File: src/rtl/rm_xform.sv
module rm_xform #(
  parameter int NV = 3,
  localparam int N  = 1 << NV,
  localparam int OW = (NV > 1) ? $clog2(NV) : 1,
  localparam int CW = NV + 1,
  localparam int PW = (NV > 1) ? $clog2(NV) : 1
) (
  input  logic          clk,
  input  logic          rst_n,
  input  logic          wr_en,
  input  logic [NV-1:0] wr_addr,
  input  logic [NV-1:0] wr_data,
  input  logic          start,
  input  logic [OW-1:0] rd_out,
  input  logic [NV-1:0] rd_term,
  output logic          busy,
  output logic          done,
  output logic          rd_coef,
  output logic [CW-1:0] rd_count,
  output logic          ident,
  output logic          perm_err
);

  logic [N-1:0][NV-1:0] tbl;
  logic [NV-1:0][N-1:0] coef, snap, bfly;
  logic [PW-1:0]        pass;
  logic                 valid;
  logic [N-1:0]         seen;
  logic                 is_perm, all_unit;
  logic [N-1:0]         sel_vec;

  always_comb begin
    for (int j = 0; j < NV; j++)
      for (int i = 0; i < N; i++)
        snap[j][i] = tbl[i][j];
  end

  always_comb begin
    for (int j = 0; j < NV; j++)
      for (int i = 0; i < N; i++)
        if (((i >> pass) & 1) != 0)
          bfly[j][i] = coef[j][i] ^ coef[j][i ^ (1 << pass)];
        else
          bfly[j][i] = coef[j][i];
  end

  always_comb begin
    seen = '0;
    for (int i = 0; i < N; i++) seen[tbl[i]] = 1'b1;
  end
  assign is_perm = &seen;

  always_comb begin
    all_unit = 1'b1;
    for (int j = 0; j < NV; j++)
      if (coef[j] != (N'(1) << (1 << j))) all_unit = 1'b0;
  end
  assign ident = valid & ~perm_err & all_unit;

  assign sel_vec = (int'(rd_out) < NV) ? coef[rd_out] : '0;
  assign rd_coef = sel_vec[rd_term];

  always_comb begin
    rd_count = '0;
    for (int i = 0; i < N; i++) rd_count = rd_count + CW'(sel_vec[i]);
  end

  always_ff @(posedge clk) begin
    if (!rst_n) begin
      tbl      <= '0;
      coef     <= '0;
      pass     <= '0;
      busy     <= 1'b0;
      done     <= 1'b0;
      valid    <= 1'b0;
      perm_err <= 1'b0;
    end else begin
      done <= 1'b0;
      if (busy) begin
        coef <= bfly;
        if (pass == PW'(NV - 1)) begin
          busy  <= 1'b0;
          done  <= 1'b1;
          valid <= 1'b1;
        end else begin
          pass <= pass + 1'b1;
        end
      end else if (start) begin
        coef     <= snap;
        pass     <= '0;
        busy     <= 1'b1;
        valid    <= 1'b0;
        perm_err <= ~is_perm;
      end
      if (wr_en && !busy) tbl[wr_addr] <= wr_data;
    end
  end

  a_r3_done_single: assert property (@(posedge clk) disable iff (!rst_n)
    done |=> !done);
  a_r3_done_after_busy: assert property (@(posedge clk) disable iff (!rst_n)
    done |-> !busy && $past(busy));
  a_r3_pass_range: assert property (@(posedge clk) disable iff (!rst_n)
    busy |-> int'(pass) < NV);
  a_r4_no_early_end: assert property (@(posedge clk) disable iff (!rst_n)
    busy && pass != PW'(NV - 1) |=> busy && !done);
  a_r2_tbl_frozen: assert property (@(posedge clk) disable iff (!rst_n)
    busy |=> $stable(tbl));
  a_r11_coef_hold: assert property (@(posedge clk) disable iff (!rst_n)
    !busy && !start |=> $stable(coef));
  a_r9_err_blocks_ident: assert property (@(posedge clk) disable iff (!rst_n)
    perm_err |-> !ident);
  a_r8_ident_idle: assert property (@(posedge clk) disable iff (!rst_n)
    ident |-> !busy);

endmodule

File: config.mk
export PLATFORM = sky130hd
export DESIGN_NAME = rm_xform
export DESIGN_NICKNAME = d
export VERILOG_FILES = /design/src/rtl/rm_xform.sv
export SDC_FILE = /design/constraint.sdc
export NUM_CORES = 1
export LEC_CHECK = 0
export CAP_MARGIN = 0
export CORE_MARGIN = 2
export CORE_UTILIZATION = 45
export CTS_BUF_LIST = sky130_fd_sc_hd__clkbuf_4
export CTS_CLUSTER_SIZE = 25
export DETAILED_ROUTE_END_ITERATION = 16
export GPL_ROUTABILITY_DRIVEN = 0
export GPL_TIMING_DRIVEN = 1
export PLACE_DENSITY = 0.72
export SLEW_MARGIN = 20
export SYNTH_ARGS = -nofsm -noshare
export SYNTH_HDL_FRONTEND = slang
export SYNTH_SLANG_ARGS = --single-unit
File: constraint.sdc
create_clock -name clk -period 7.45 [get_ports clk]
set_input_delay 1.1175 -clock clk [delete_from_list [all_inputs] [get_ports clk]]
set_output_delay 1.1175 -clock clk [all_outputs]
set_load 0.05 [all_outputs]
# Word level (Yosys, flattened, before mapping)
# Cells that the tools add are included.
dict set report word_totals {
  register_bits 54
  input_bits 15
  out_inout_bits 9
  word_cells 300
}
dict set report op_classes {
  n_addsub 8
  n_lt_le_gt_ge 29
  eq_ne 14
  n_shift 9
  n_mux 135
  bitwise 43
  reduce_logical 25
}
# operator count
set ops {}
lappend ops {{less-than comparator 32 x 5 -> 1 bit, second input constant} 8}
lappend ops {{2-to-1 mux 1 bit} 91}
lappend ops {{binary-select mux 1 bit (select 3 bit)} 25}
lappend ops {{bitwise OR 8 bit} 7}
lappend ops {{2-to-1 mux 24 bit} 2}
lappend ops {{less-than comparator 3 x 4 -> 1 bit, second input constant} 10}
lappend ops {{left shift 1 x 2 -> 32 bit, first input constant} 1}
lappend ops {{>= comparator 3 x 1 -> 1 bit, second input constant} 9}
lappend ops {{bitwise mux 24 bit} 1}
lappend ops {{demux 1 bit (select 3 bit)} 8}
lappend ops {{AND reduction 2 bit} 12}
lappend ops {{bitwise XOR 1 bit} 24}
lappend ops {{!= test 2 x 1 -> 1 bit, second input constant} 9}
lappend ops {{adder 4 x 1 -> 4 bit} 4}
lappend ops {{binary-select mux 8 bit (select 2 bit)} 1}
lappend ops {{2-to-1 mux 8 bit} 2}
lappend ops {{right shift 3 x 2 -> 1 bit, first input constant} 4}
lappend ops {{logical AND 1 bit} 10}
lappend ops {{demux 3 bit (select 3 bit)} 1}
lappend ops {{!= test 8 x 2 -> 1 bit, second input constant} 1}
lappend ops {{!= test 8 x 3 -> 1 bit, second input constant} 1}
lappend ops {{!= test 8 x 5 -> 1 bit, second input constant} 1}
lappend ops {{AND reduction 8 bit} 1}
lappend ops {{2-to-1 mux 2 bit} 3}
lappend ops {{17 further kinds} 27}

# Longest topological paths before layout
dict set report depth {
  word_depth 13
  ltp_mapped 12
}

# Worst setup path before layout
# No wires, ideal clock.
dict set report synth_timing {
  path_kind {input-to-output}
  from {input rd_out[0]}
  to {output rd_count[2]}
  arrival_ns 4.741
  required_ns 6.332
  path_slack_ns 1.591
  cell_stages 12
  path_cell_list {buf_2 nor2b_1 buf_2 a21oi_1 fa_1 fa_1 inv_1 fa_1 ha_1 inv_1 fa_1 xnor2_1}
}
dict set report synth_between {
  elab_chain_cells 10
  word_cells_on_any_way 11
  classes_between {add/sub (7); order compare (1); mux (3)}
}
# element line_no
set synth_lines {}
lappend synth_lines {{from (decl)} 14} ;# input logic [OW-1:0] rd_out,
lappend synth_lines {{binary-select mux 8 bit (select 2 bit)} 60} ;# assign sel_vec = (int'(rd_out) < NV) ? coef[rd_out] : '0;
lappend synth_lines {{2-to-1 mux 8 bit (not written as such)} 60}
lappend synth_lines {{2-to-1 mux 8 bit (*)} 60}
lappend synth_lines {{adder 1 x 1 -> 2 bit} 65} ;# for (int i = 0; i < N; i++) rd_count = rd_count + CW'(sel_vec[i]);
lappend synth_lines {{adder 2 x 1 -> 3 bit} 65}
lappend synth_lines {{adder 3 x 1 -> 4 bit} 65}
lappend synth_lines {{adder 4 x 1 -> 4 bit (3 in a row)} 65}
lappend synth_lines {{adder 4 x 1 -> 4 bit (*)} 65}
lappend synth_lines {{to (decl)} 19} ;# output logic [CW-1:0] rd_count,
# Mark *: on every way between the ends. The rest lies on a longest branch, timed or not. The select of a mux whose other input is x is not followed.

# Final worst setup path
dict set report layout_timing {
  from {input rd_out[1]}
  to {output rd_count[2]}
}
# Same word-level chain as after synthesis.

==> summary.md <==
| Metric | Value |
|---|---|
| Lkg Pwr | `0.00167 uW` |
| Die Area | `0.0104 mm^2` |
| Crit path buf inv count | `4` |
| Post-synth EDFFs | `0` |
| Most common cell in the netlist | `nor2_1` |
| ANT cells | `0` |
| Mapped cell area | `0.00434 mm^2` |
| Crit path max-delay family | `adder cells` |
| Clk root buf | `clkbuf_4` |
| Final Hold Viols | `0` |
| Total number of vias | `3750` |
| Max Clock Skew | `19.2 ps` |
| Worst Path Arrival | `5690 ps` |
| Met2 GRT Util | `0.380` |
| Synthesis-stage register bit count | `54` |
| Die width | `102 um` |
| I/O pin cnt | `24` |
| CP dominant cell by count | `fa_1` |
| Post-route ant nets | `0` |
| DRC | `0` |
| Layout cells sized above 1 | `0.118` |
| Leading area contributor after synthesis | `dfxtp_1` |
| Layout area overhead | `5.69%` |
| Fillers | `892` |
| Ys flop type | `dfxtp_1` |
| Max Fanout on Critical Path | `9` |
| Post-synthesis sequential area ratio | `0.249` |
| CTS tree | `yes` |
| Detailed placement HPWL | `7690 um` |
| Slew Limit Fails | `0` |
| Setup crit start | `rd_out[1]` |
| Required @ worst endpoint | `6330 ps` |
| Clock transition at path regs | `150 ps` |
| Post-synthesis net count | `545` |
| CP max-delay cell | `clkdlybuf4s50_1` |
| Peak VDD IR | `69.2 uV` |
| CP Cell Sequence | `clkdlybuf4s50_1, nor2b_1, a21oi_1, fa_1, fa_1, inv_1, fa_1, ha_1, inv_1, fa_1, xnor2_1, clkdlybuf4s50_1` |
| Power Density | `153 mW/mm^2` |
| Setup TNS | `0 ps` |
| Clock sink count | `54` |
| M1 GR Usage | `0.297` |
| CTS H-Tree Depth | `2` |
| Initial DRT Pass Iterations | `5` |
| Maxcap violations | `0` |
| Vias in the first global route | `3538` |
| Outcome | `complete, no violations` |
| Most frequent cells after synthesis | `nor2_1 (65), dfxtp_1 (54), mux2i_1 (51)` |
| Yosys cell types | `39` |
| Initial Util | `0.467` |
| Top post-synthesis cells by area | `dfxtp_1 (25%), mux2i_1 (12%), mux4_2 (7.8%)` |
| Final min period | `6810 ps` |
| Hold Startpoint | `snap[8]$_SDFFE_PN0P_` |
| Overflow after GRT | `0` |
| Die height | `102 um` |
| Worst slack, placed | `645 ps` |
| Worst Setup Slack, final | `640 ps` |
| Initial antenna violation count | `0` |
| Post-synthesis async set-or-reset flop share | `0` |
| Average size of a mapped cell | `8.35 um^2` |
| Startpoint Class | `primary input` |
| RSZ-0062 raised after global routing | `no` |
| CORE AREA | `0.00928 mm^2` |
| Number of cell rows | `35` |
| Global-route usage over all layers | `0.223` |
| Synth Instances | `519` |
| Max Freq | `147 MHz` |
| Worst slew margin | `0.304` |
| Largest net degree at the start of global routing | `51` |
| Cts repair resizes | `0` |
| Num CTS Buffers | `5` |
| Post-CTS Hold Buffers | `0` |
| Nets | `524` |
| Routed len/inst | `17.5 um` |
| Crit Path Class | `in2out` |
| Worst Setup End Kind | `output pin` |
| Clock Latency Late Sink | `400 ps` |
| HP Class | `reg2reg` |
| # port buffers | `23` |
| Global-route wire length before repair | `18100 um` |
| Final period utilization | `0.914` |
| Critical Path Max Stage Delay | `810 ps` |
| 1st-iter DRT viols | `312` |
| GR peak layer | `met2` |
| CTS max path bufs | `2` |
| Vias per inst | `5.97` |
| Postcts setup bufs | `0` |
| Final WL | `11000 um` |
| Worst-margin pin slew | `1040 ps` |
| Reg2reg start | `pass[0]$_SDFFE_PN0P_` |
| Warnings from Yosys | `0` |
| Final setup vio count | `0` |
| Area fraction of the dominant cell type after synthesis | `0.249` |
| Met3 Track Usage GR | `0.0274` |
metrics by stage:
step           hold slack [ps]  std cells  instance area (um^2)  total power (uW)   util
6_report                   589        628                  4580               703  0.494
5_1_grt                    633        628                  4580               733  0.494
4_1_cts                    583        628                  4580               704  0.494
3_5_place_dp               563        620                  4500               539  0.485
3_3_place_gp               570        620                  4500               533  0.485
2_1_floorplan              498        519                  4340               492      -
final cells by class:
type                       instances  area [um^2]  share of cell area
clock buffer                       5         37.5             0.00819
clock inverter                     3         40.0             0.00874
inverter                          14         52.6              0.0115
multi-input combinational        395         2940               0.642
sequential                        54         1080               0.236
tap                              129          161              0.0352
timing repair buffer              28          268              0.0584
flip-flops by register name (all words and copies together), names as in the netlist:
name / count
snap: 24
valid: 1
perm_err: 1
busy: 1
pass: 2
done: 1
coef: 24
layer usage:
layer	up-vias	wire length (um)
met1	1819	4810
met4	0	132
li1	1793	-
met5	-	0
met2	123	5430
met3	15	601
kinds of logic after synthesis:
group	share of synthesized area
DFF	0.249
and+or+nand+nor	0.199
buffers and inverters	0.0721
muxes	0.274
adders and majority gates	0.0387
AOI/OAI and AO/OA	0.122
xor gates and xnor gates	0.0444
layout by cell type, fill, tap and decap left out, types with 4 or more instances in the layout:
master,Yosys,layout
ha_1,7,7
nand3b_1,11,11
a21oi_1,36,36
nor3_1,9,9
nor4_1,5,5
xor2_1,12,12
clkdlybuf4s50_1,0,23
o22ai_1,5,5
mux4_2,15,15
a211oi_1,6,6
nor2_1,65,65
nand2_1,35,35
inv_1,14,14
and3_1,5,5
mux2i_1,51,51
clkbuf_4,0,5
fa_1,4,4
a31oi_1,7,7
xnor2_1,10,10
buf_4,3,5
o21ai_0,26,26
mux2_2,28,28
nand2b_1,4,4
nand3_1,6,6
dfxtp_1,54,54
nor3b_1,10,10
nand4_1,6,6
nor2b_1,7,7
a22oi_1,5,5
o211ai_1,6,6
tightest hold or removal path, stage by stage (launching register included):
cell	delay, ps
dfxtp_1	420
nand2_1	90
a21oi_1	50
power breakdown:
part	leakage, uW	switching (uW)	internal [uW]	total, uW
Clock	0.0000450	98.7	69.7	168
Combinational	0.00119	107	93.2	200
Sequential	0.000440	31.9	302	334
worst paths after layout:
| kind | endpoint | slack [ps] | depth (start not counted) |
|---|---|---|---|
| hold / removal | snap[8]$_SDFFE_PN0P_ | 590 | 2 |
| setup / recovery | rd_count[2] | 640 | 12 |
| setup reg to reg | coef[18]$_SDFFE_PN0P_ | 4580 | 7 |
| hold reg to reg | snap[8]$_SDFFE_PN0P_ | 590 | 2 |
Power figures use the tool's default switching activity.
